**src/rtl/cfgb_pkg.sv**
```systemverilog
package cfgb_pkg;
   typedef enum logic [3:0] {
      ST_IDLE,
      ST_ADDR,
      ST_ADDR_ACK,
      ST_PTR,
      ST_PTR_ACK,
      ST_WR,
      ST_WR_ACK,
      ST_RD,
      ST_RD_ACK
   } cfgb_state_e;
endpackage

```
**src/rtl/cfgb_sync.sv**
```systemverilog
module cfgb_sync #(
   parameter int          W       = 2,
   parameter int          STAGES  = 2,
   parameter logic [W-1:0] RST_VAL = '1
) (
   input  logic         clk,
   input  logic         rst_n,
   input  logic [W-1:0] din,
   output logic [W-1:0] q,
   output logic [W-1:0] q_prev
);
   if (STAGES < 2) begin : g_bad_stages
      $error("cfgb_sync: STAGES must be at least 2");
   end

   logic [W-1:0] pipe [STAGES];

   always_ff @(posedge clk or negedge rst_n) begin
      if (!rst_n) begin
         for (int i = 0; i < STAGES; i++) pipe[i] <= RST_VAL;
         q_prev <= RST_VAL;
      end else begin
         pipe[0] <= din;
         for (int i = 1; i < STAGES; i++) pipe[i] <= pipe[i-1];
         q_prev <= pipe[STAGES-1];
      end
   end

   assign q = pipe[STAGES-1];
endmodule

```
**src/rtl/cfgb_link.sv**
```systemverilog
module cfgb_link
   import cfgb_pkg::*;
#(
   parameter int         DATA_W = 8,
   parameter int         IDX_W  = 3,
   parameter logic [5:0] DEV_HI = 6'b100110
) (
   input  logic              clk,
   input  logic              rst_n,
   input  logic              scl_s,
   input  logic              scl_p,
   input  logic              sda_s,
   input  logic              sda_p,
   input  logic              strap,
   input  logic [DATA_W-1:0] rd_data,
   output logic              wr_go,
   output logic [DATA_W-1:0] wr_data,
   output logic [IDX_W-1:0]  ptr_idx,
   output logic              ptr_incr,
   output logic              stop_ev,
   output logic              sda_oe
);
   localparam int CNT_W = $clog2(DATA_W) + 1;

   cfgb_state_e       st;
   logic [CNT_W-1:0]  cnt;
   logic [DATA_W-1:0] sh;
   logic [DATA_W-1:0] tx;
   logic              rw;
   logic              mack;
   logic              start_ev;
   logic              scl_rise;
   logic              scl_fall;
   logic              byte_done;

   assign start_ev  = scl_s & scl_p & sda_p & ~sda_s;
   assign stop_ev   = scl_s & scl_p & ~sda_p & sda_s;
   assign scl_rise  = scl_s & ~scl_p;
   assign scl_fall  = ~scl_s & scl_p;
   assign byte_done = scl_fall && (cnt == CNT_W'(DATA_W));
   assign wr_go     = (st == ST_WR) && byte_done && !start_ev && !stop_ev;
   assign wr_data   = sh;

   always_ff @(posedge clk or negedge rst_n) begin
      if (!rst_n) begin
         st       <= ST_IDLE;
         cnt      <= '0;
         sh       <= '0;
         tx       <= '0;
         rw       <= 1'b0;
         mack     <= 1'b0;
         sda_oe   <= 1'b0;
         ptr_idx  <= '0;
         ptr_incr <= 1'b0;
      end else if (start_ev) begin
         st     <= ST_ADDR;
         cnt    <= '0;
         sda_oe <= 1'b0;
      end else if (stop_ev) begin
         st     <= ST_IDLE;
         cnt    <= '0;
         sda_oe <= 1'b0;
      end else begin
         case (st)
            ST_ADDR, ST_PTR, ST_WR: begin
               if (scl_rise) begin
                  sh  <= {sh[DATA_W-2:0], sda_s};
                  cnt <= cnt + 1'b1;
               end else if (byte_done) begin
                  cnt <= '0;
                  if (st == ST_ADDR) begin
                     if (sh[DATA_W-1:1] == {DEV_HI, strap}) begin
                        rw     <= sh[0];
                        sda_oe <= 1'b1;
                        st     <= ST_ADDR_ACK;
                     end else begin
                        st <= ST_IDLE;
                     end
                  end else if (st == ST_PTR) begin
                     ptr_idx  <= sh[IDX_W-1:0];
                     ptr_incr <= sh[DATA_W-1];
                     sda_oe   <= 1'b1;
                     st       <= ST_PTR_ACK;
                  end else begin
                     if (ptr_incr) ptr_idx <= ptr_idx + IDX_W'(1);
                     sda_oe <= 1'b1;
                     st     <= ST_WR_ACK;
                  end
               end
            end
            ST_ADDR_ACK: begin
               if (scl_fall) begin
                  cnt <= '0;
                  if (rw) begin
                     tx     <= rd_data;
                     sda_oe <= ~rd_data[DATA_W-1];
                     st     <= ST_RD;
                  end else begin
                     sda_oe <= 1'b0;
                     st     <= ST_PTR;
                  end
               end
            end
            ST_PTR_ACK, ST_WR_ACK: begin
               if (scl_fall) begin
                  sda_oe <= 1'b0;
                  st     <= ST_WR;
               end
            end
            ST_RD: begin
               if (scl_fall) begin
                  if (cnt == CNT_W'(DATA_W - 1)) begin
                     sda_oe <= 1'b0;
                     if (ptr_incr) ptr_idx <= ptr_idx + IDX_W'(1);
                     st <= ST_RD_ACK;
                  end else begin
                     tx     <= {tx[DATA_W-2:0], 1'b0};
                     sda_oe <= ~tx[DATA_W-2];
                     cnt    <= cnt + 1'b1;
                  end
               end
            end
            ST_RD_ACK: begin
               if (scl_rise) begin
                  mack <= ~sda_s;
               end else if (scl_fall) begin
                  cnt <= '0;
                  if (mack) begin
                     tx     <= rd_data;
                     sda_oe <= ~rd_data[DATA_W-1];
                     st     <= ST_RD;
                  end else begin
                     st <= ST_IDLE;
                  end
               end
            end
            default: ;
         endcase
      end
   end
endmodule

```
**src/rtl/cfgb_store.sv**
```systemverilog
module cfgb_store #(
   parameter int DATA_W = 8,
   parameter int IDX_W  = 3
) (
   input  logic                          clk,
   input  logic                          rst_n,
   input  logic                          wr_go,
   input  logic [IDX_W-1:0]              wr_idx,
   input  logic [DATA_W-1:0]             wr_data,
   input  logic [IDX_W-1:0]              rd_idx,
   output logic [DATA_W-1:0]             rd_data,
   output logic [(2**IDX_W)*DATA_W-1:0]  regs_flat
);
   localparam int NREG = 2 ** IDX_W;

   for (genvar g = 0; g < NREG; g++) begin : g_reg
      logic [DATA_W-1:0] q;
      always_ff @(posedge clk or negedge rst_n) begin
         if (!rst_n)                                 q <= '0;
         else if (wr_go && (wr_idx == IDX_W'(g)))    q <= wr_data;
      end
      assign regs_flat[g*DATA_W +: DATA_W] = q;
   end

   assign rd_data = regs_flat[rd_idx*DATA_W +: DATA_W];
endmodule

```
**src/rtl/i2c_cfg_bank.sv**
```systemverilog
module i2c_cfg_bank #(
   parameter int         DATA_W      = 8,
   parameter int         IDX_W       = 3,
   parameter int         SYNC_STAGES = 2,
   parameter logic [5:0] DEV_HI      = 6'b100110
) (
   input  logic                         clk,
   input  logic                         rst_n,
   input  logic                         scl_i,
   input  logic                         sda_i,
   input  logic                         strap_i,
   output logic                         sda_oe_o,
   output logic [(2**IDX_W)*DATA_W-1:0] regs_o
);
   if (DATA_W != 8) begin : g_bad_width
      $error("i2c_cfg_bank: DATA_W must be 8");
   end
   if (IDX_W < 1 || IDX_W > DATA_W - 1) begin : g_bad_idx
      $error("i2c_cfg_bank: IDX_W out of range");
   end

   logic [1:0]        bus_s;
   logic [1:0]        bus_p;
   logic              scl_s;
   logic              sda_s;
   logic              wr_go;
   logic [DATA_W-1:0] wr_data;
   logic [DATA_W-1:0] rd_data;
   logic [IDX_W-1:0]  ptr_idx;
   logic              ptr_incr;
   logic              stop_ev;

   cfgb_sync #(.W(2), .STAGES(SYNC_STAGES), .RST_VAL(2'b11)) u_sync (
      .clk    (clk),
      .rst_n  (rst_n),
      .din    ({scl_i, sda_i}),
      .q      (bus_s),
      .q_prev (bus_p)
   );

   assign scl_s = bus_s[1];
   assign sda_s = bus_s[0];

   cfgb_link #(.DATA_W(DATA_W), .IDX_W(IDX_W), .DEV_HI(DEV_HI)) u_link (
      .clk      (clk),
      .rst_n    (rst_n),
      .scl_s    (scl_s),
      .scl_p    (bus_p[1]),
      .sda_s    (sda_s),
      .sda_p    (bus_p[0]),
      .strap    (strap_i),
      .rd_data  (rd_data),
      .wr_go    (wr_go),
      .wr_data  (wr_data),
      .ptr_idx  (ptr_idx),
      .ptr_incr (ptr_incr),
      .stop_ev  (stop_ev),
      .sda_oe   (sda_oe_o)
   );

   cfgb_store #(.DATA_W(DATA_W), .IDX_W(IDX_W)) u_store (
      .clk       (clk),
      .rst_n     (rst_n),
      .wr_go     (wr_go),
      .wr_idx    (ptr_idx),
      .wr_data   (wr_data),
      .rd_idx    (ptr_idx),
      .rd_data   (rd_data),
      .regs_flat (regs_o)
   );
endmodule

```
**config.mk**
```make
export PLATFORM = sky130hd
export DESIGN_NAME = i2c_cfg_bank
export DESIGN_NICKNAME = d
export VERILOG_FILES = /design/src/rtl/cfgb_pkg.sv /design/src/rtl/cfgb_sync.sv /design/src/rtl/cfgb_link.sv /design/src/rtl/cfgb_store.sv /design/src/rtl/i2c_cfg_bank.sv
export SDC_FILE = /design/constraint.sdc
export NUM_CORES = 1
export LEC_CHECK = 0
export BUFFER_PORTS_ARGS = -buffer_cell sky130_fd_sc_hd__buf_2
export CAP_MARGIN = 15
export CORE_MARGIN = 10
export CORE_UTILIZATION = 55
export CTS_BUF_LIST = sky130_fd_sc_hd__clkbuf_8
export CTS_CLUSTER_DIAMETER = 80
export CTS_CLUSTER_SIZE = 8
export DETAILED_ROUTE_END_ITERATION = 7
export PLACE_DENSITY = 0.82
export SLEW_MARGIN = 10
export SYNTH_ARGS = -nofsm -noshare
export SYNTH_HDL_FRONTEND = slang
export SYNTH_SLANG_ARGS = --single-unit
```
**constraint.sdc**
```tcl
create_clock -name clk -period 6.35 [get_ports clk]
set_clock_uncertainty 0.2 [all_clocks]
set_input_delay 0.3175 -clock clk [delete_from_list [all_inputs] [get_ports clk]]
set_output_delay 0.3175 -clock clk [all_outputs]
set_load 0.05 [all_outputs]
```
Yosys cells after proc, flatten, opt, wreduce, memory -nomap -nowiden --
Cells that the tools add are included.
Storage, ports and cells: bits in registers 100, input bits 5, output and inout port bits 65, word-level logic and storage cells 167
Cells by class: $add $sub $neg 2, equal/unequal tests 41, shift-type cells 1, multiplexer cells 56, bitwise gates (word level) 17, reduce and logical (&&, ||, !) cells 30
Operators with widths (count):
- two-way mux 4 bit | 19
- indexed part select 64 x 7 -> 8 bit | 1
- two-way mux 7 bit | 7
- inequality test 4 x 1 -> 1 bit, second input constant | 7
- two-way mux 3 bit | 9
- case mux 7 bit (3 select lines) | 1
- == test 4 x 3 -> 1 bit, second input constant | 5
- case mux 4 bit (5 select lines) | 1
- AND reduction 10 bit | 2
- case mux 4 bit (4 select lines) | 1
- two-way mux 1 bit | 14
- inequality test 2 x 1 -> 1 bit, second input constant | 7
- AND reduction 7 bit | 2
- == test 3 bit, second input constant | 4
- logical AND 1 bit | 12
- inequality test 4 x 2 -> 1 bit, second input constant | 3
- inverter 1 bit | 10
- AND reduction 9 bit | 1
- == test 4 x 2 -> 1 bit, second input constant | 2
- == test 4 bit, second input constant | 2
- inequality test 2 bit, second input constant | 4
- AND reduction 4 bit | 2
- AND reduction 8 bit | 1
- bitwise AND 1 bit | 7
- 20 further kinds | 23

Longest topological paths before layout --
word-level depth 8, depth in mapped cells 9, mapped depth without buffers 8

By module --
A second synthesis with hierarchy kept.
Unflattened totals: cells, all modules 396, area, all modules 5211.2 µm²
By module, submodules not included:
- cfgb_store | times used 1, cells an instance 172, area each 2992.9 µm², sequential area each 1601.5 µm²
- cfgb_link | times used 1, cells an instance 216, area each 2045.7 µm², sequential area each 750.7 µm²
- cfgb_sync | times used 1, cells an instance 8, area each 172.7 µm², sequential area each 157.7 µm²

Worst setup path before layout --
No wires, ideal clock.
path kind reg2reg, start register u_sync.q_prev[1], end register u_store.g_reg[0].q[0], setup time 0.128 ns, arrival time 2.079 ns, required time 6.022 ns, slack 3.943 ns, stages on the path, launching flop included 8, path buffers 1, period minus slack after synthesis 2.407 ns, path through dfstp_2 > nand2b_1 > or2_1 > clkbuf_1 > nor4_4 > and2_1 > nand2_2 > mux2_1
On the way: word-level cells in the longest chain between the ends 7, elaborated cells on any way between the ends 13, those cells by class 6 x bitwise; 7 x reduce/logical
RTL lines:
- start, declared | RTL line cfgb_sync.sv:10 | output logic [W-1:0] q_prev
- start signal, assigned | RTL line cfgb_sync.sv:25 | q_prev <= pipe[STAGES-1];
- bitwise AND 1 bit | RTL line cfgb_link.sv:36, cfgb_link.sv:37
- bitwise AND 1 bit (2 in series) | RTL line cfgb_link.sv:36 | assign start_ev = scl_s & scl_p & sda_p & ~sda_s;
- logical NOT 1 bit | RTL line cfgb_link.sv:41 | assign wr_go = (st == ST_WR) && byte_done && !start_ev && !stop_ev;
- logical AND 1 bit | RTL line cfgb_link.sv:41
- logical AND 1 bit * | RTL line cfgb_link.sv:41
- logical AND 1 bit * | RTL line cfgb_store.sv:20 | else if (wr_go && (wr_idx == IDX_W'(g))) q <= wr_data;
- end signal, assigned | RTL line cfgb_store.sv:20
- end, declared | RTL line cfgb_store.sv:17 | logic [DATA_W-1:0] q;
Every way passes the cells marked *; elsewhere a longest branch is shown, timed or not. A chain may end at the register's enable or synchronous reset.

Final worst setup path --
start register u_sync.q_prev[1], end register u_store.g_reg[5].q[4]
On the way: word-level cells in the longest chain between the ends 7, elaborated cells on any way between the ends 13, those cells by class 6 x bitwise; 7 x reduce/logical
RTL lines (RTL line):
- bitwise AND 1 bit | cfgb_link.sv:36, cfgb_link.sv:37
- bitwise AND 1 bit (2 in series) | cfgb_link.sv:36
- logical NOT 1 bit | cfgb_link.sv:41
- logical AND 1 bit | cfgb_link.sv:41
- logical AND 1 bit * | cfgb_link.sv:41
- logical AND 1 bit * | cfgb_store.sv:20
- end signal, assigned | cfgb_store.sv:20
- end, declared | cfgb_store.sv:17
Marked as above.

==> run summary <==
CTS buffer count = 9
Pre-CTS setup slack = 3.52 ns
Die area = 13000 um2
Std-Cell Rows = 34
Total power = 1.23 mW
Worst Hold Class = input pin to async pin
Post-CTS Setup Repair Bufs = 0
Relative slew slack = 38.7%
Final Cycle Share = 45.5%
Initial antenna violation count = 0
Diodes inserted = 0
Total nets after synthesis = 400
Worst-Margin Slew = 0.919 ns
Final hold viol count = 0
Ys flop type = dfrtp_1
Fmax = 346 MHz
Synth async-reset ratio = 100%
Yosys warns = 0
Unrepaired setup endpoints after global routing = false
Iter 0 DRT Violations = 219
Source of the critical timing path = u_sync.q_prev[1]$_DFF_PN1_
Vias = 3399
Die W = 114 um
Multi-input logic area = 2230 um2
Sequential fraction of the synthesis area = 51.6%
Combinational family with the most area after synthesis = multiplexers
R2r endpoint = u_store.g_reg[5].q[4]$_DFFE_PN0P_
First-pass GRT wire length = 19.1 mm
Setup Viol. Count Final = 0
Commonest cells after routing, fill and taps aside = dfrtp_1 (93), buf_2 (68), mux2_2 (50)
Die Span Y = 114 um
Routed WL per cell = 21.0 um
Commonest non-fill, non-tap cell in the layout = dfrtp_1
Initial core utilization = 56.0%
Syn Inst Count = 387
P&R area growth vs syn = 13.2%
CP startpoint kind = flop
Worst Path Max Fanout = 8
Max clock buf depth = 2
Post-synth EDFFs = 0
Total clock sinks = 100
Drt first pass iters = 5
Post-Route WL = 11.8 mm
GRT overflow = 0
Slowest-stage cell, CP = dfstp_2
Post-route DRC = 0
Max-slew violation count = 0
Vias in the first global route = 3517
Max_cap viols = 0
Crit. End Element = flop
Complex-gate fraction of the synthesized area = 7.47%
FF-to-FF Start = u_sync.q_prev[1]$_DFF_PN1_
CP cell instances = nand2b_1 > or2_1 > nor4_4 > nand3_1 > mux2_2
Setup_tns = 0 ns
Vias per cell = 6.05
Synthesized flop and latch total = 100
HPWL Detailed = 8.12 mm
I/O Buffers = 69
FF-to-FF setup slack = 3.46 ns
Reg area = 2510 um2
Proportion of synthesized area in mux cells = 26.6%
Worst R2R Path Depth = 5
Post-Syn Area = 4860 um2
Worst setup margin = 3.46 ns
Fillers = 656
Antenna Nets Post-Route = 0
Cell Pwr Density = 224 nW/um2
Final Core Density = 63.4%
Crit path to = u_store.g_reg[5].q[4]$_DFFE_PN0P_
Leak pwr = 2.81 nW
CP arrival = 2.96 ns
Largest stage delay on the critical path = 0.59 ns
Post-synthesis cell type count = 45
Core ar. = 8680 um2
Post-CTS sizing = 0
CTS tree = done
Syn_area_per_cell = 12.6 um2
Total GRT Usage = 18.4%
Synth Area in Adders = 2.06%
Io pins = 70
Synth Area in XOR/XNOR = 0.541%
Critical path class = flop to flop
Worst path required time = 6.42 ns
Minimum clock period = 2.89 ns
Status = finished, final reports clean
Post-CTS Hold Fix Bufs = 3
GP Congestion = 0.936
Worst-Skew Late Latency = 0.39 ns
VDD IR max = 0.133 mV
Layout cell share with drive strength beyond 1 = 36.8%
CTS root buf = clkbuf_8
Largest net degree at the start of global routing = 74
Synth Area in Simple Gates = 9.11%
H-tree depth = 3
CTS clk-pin slew, worst paths = 0.12 ns
Final nets = 462
## cell type report
| cell class | count | share of cell area (%) |
|---|---|---|
| clock buffers | 9 | 2.25 |
| clock inverters | 7 | 1.46 |
| inverters | 10 | 0.683 |
| multi-input cells | 255 | 40.5 |
| flip-flops and latches | 100 | 45.7 |
| well taps | 108 | 2.46 |
| repair buffers | 73 | 7.01 |
## worst min path at each step
| stage | startpoint | to | slack [ns] | depth (start not counted) |
|---|---|---|---|---|
| 4_1_cts | u_sync.pipe[2]$_DFF_PN1_ | u_sync.q[0]$_DFF_PN1_ | 0.16 | 0 |
| 3_3_place_gp | rst_n | u_link.cnt[0]$_DFFE_PN0P_ | 0.05 | 1 |
| 2_1_floorplan | rst_n | u_link.cnt[0]$_DFFE_PN0P_ | -0.18 | 0 |
| 5_1_grt | u_sync.pipe[2]$_DFF_PN1_ | u_sync.q[0]$_DFF_PN1_ | 0.16 | 0 |
| 3_5_place_dp | rst_n | u_link.cnt[3]$_DFFE_PN0P_ | 0.05 | 1 |
| 6_report | rst_n | u_link.cnt[3]$_DFFE_PN0P_ | 0.16 | 2 |
## logic make-up (layout without fill, tap and decap cells)
logic type | count (synthesis) | in the layout
AO/OA/AOI/OAI | 58 | 58
XOR/XNOR | 3 | 3
adder cells (fa/ha/maj) | 8 | 8
buffers and inverters | 32 | 99
flip-flops | 100 | 100
multiplexers | 100 | 100
AND/OR/NAND/NOR | 86 | 86
## power breakdown
group / internal [mW] / total, mW / switching, mW
logic: 0.0389 / 0.0778 / 0.0388
registers: 0.663 / 0.736 / 0.0728
clock network: 0.156 / 0.416 / 0.260
total: 0.858 / 1.23 / 0.372
## state kept, by name, summed over array words and instances, names as in the netlist
register,flops
u_link.cnt,4
u_link.wr_data,8
u_link.tx,7
u_link.mack,1
u_link.rw,1
u_link.ptr_idx,3
u_link.ptr_incr,1
u_sync.q_prev,2
u_link.sda_oe,1
u_store.g.q,64
u_link.st,4
u_sync.pipe,2
u_sync.q,2
## stage by stage
step / instance area (um2) / hold slack (ns) / cells
after floorplan: 4860 / -0.178 / 387
after global placement: 5260 / 0.0477 / 543
after detailed placement: 5260 / 0.0542 / 543
after CTS: 5500 / 0.163 / 562
after global routing: 5500 / 0.165 / 562
final: 5500 / 0.162 / 562
## metal layers
layer  part of all wire (%)  routed length (um)  track usage [%]
met3                    6.1                 717             4.62
met5                      0                   0                0
met1                     43                5020             23.9
met2                     49                5720             28.3
met4                    2.7                 323             8.86
## synthesized netlist by cell type, types with 2 or more instances
cell	number	area [um2]
o21bai_1	2	15.0
mux2_1	24	270
mux2i_1	10	100
o31ai_1	4	30.0
o21ai_0	20	100
nor2_1	24	90.1
buf_2	3	15.0
xnor2_1	2	17.5
nand4b_1	2	17.5
o2bb2ai_1	6	52.6
inv_1	9	33.8
mux4_2	16	360
clkbuf_1	18	67.6
a21oi_1	16	80.1
nor3_1	3	15.0
nand2b_1	9	56.3
dfrtp_1	94	2350
mux2_2	50	563
nand2_1	20	75.1
dfstp_2	6	158
nor2b_1	5	31.3
nand2_2	3	18.8
and2_1	2	12.5
a21boi_0	2	15.0
nand3_1	10	50.1
ha_1	8	100
## worst max-delay path, delay by kind of cell (launching register included)
family | cells | cell delay [ns]
muxes | 1 | 0.46
and+or+nand+nor | 4 | 1.53
DFF | 1 | 0.59
Power figures use the tool's default switching activity.
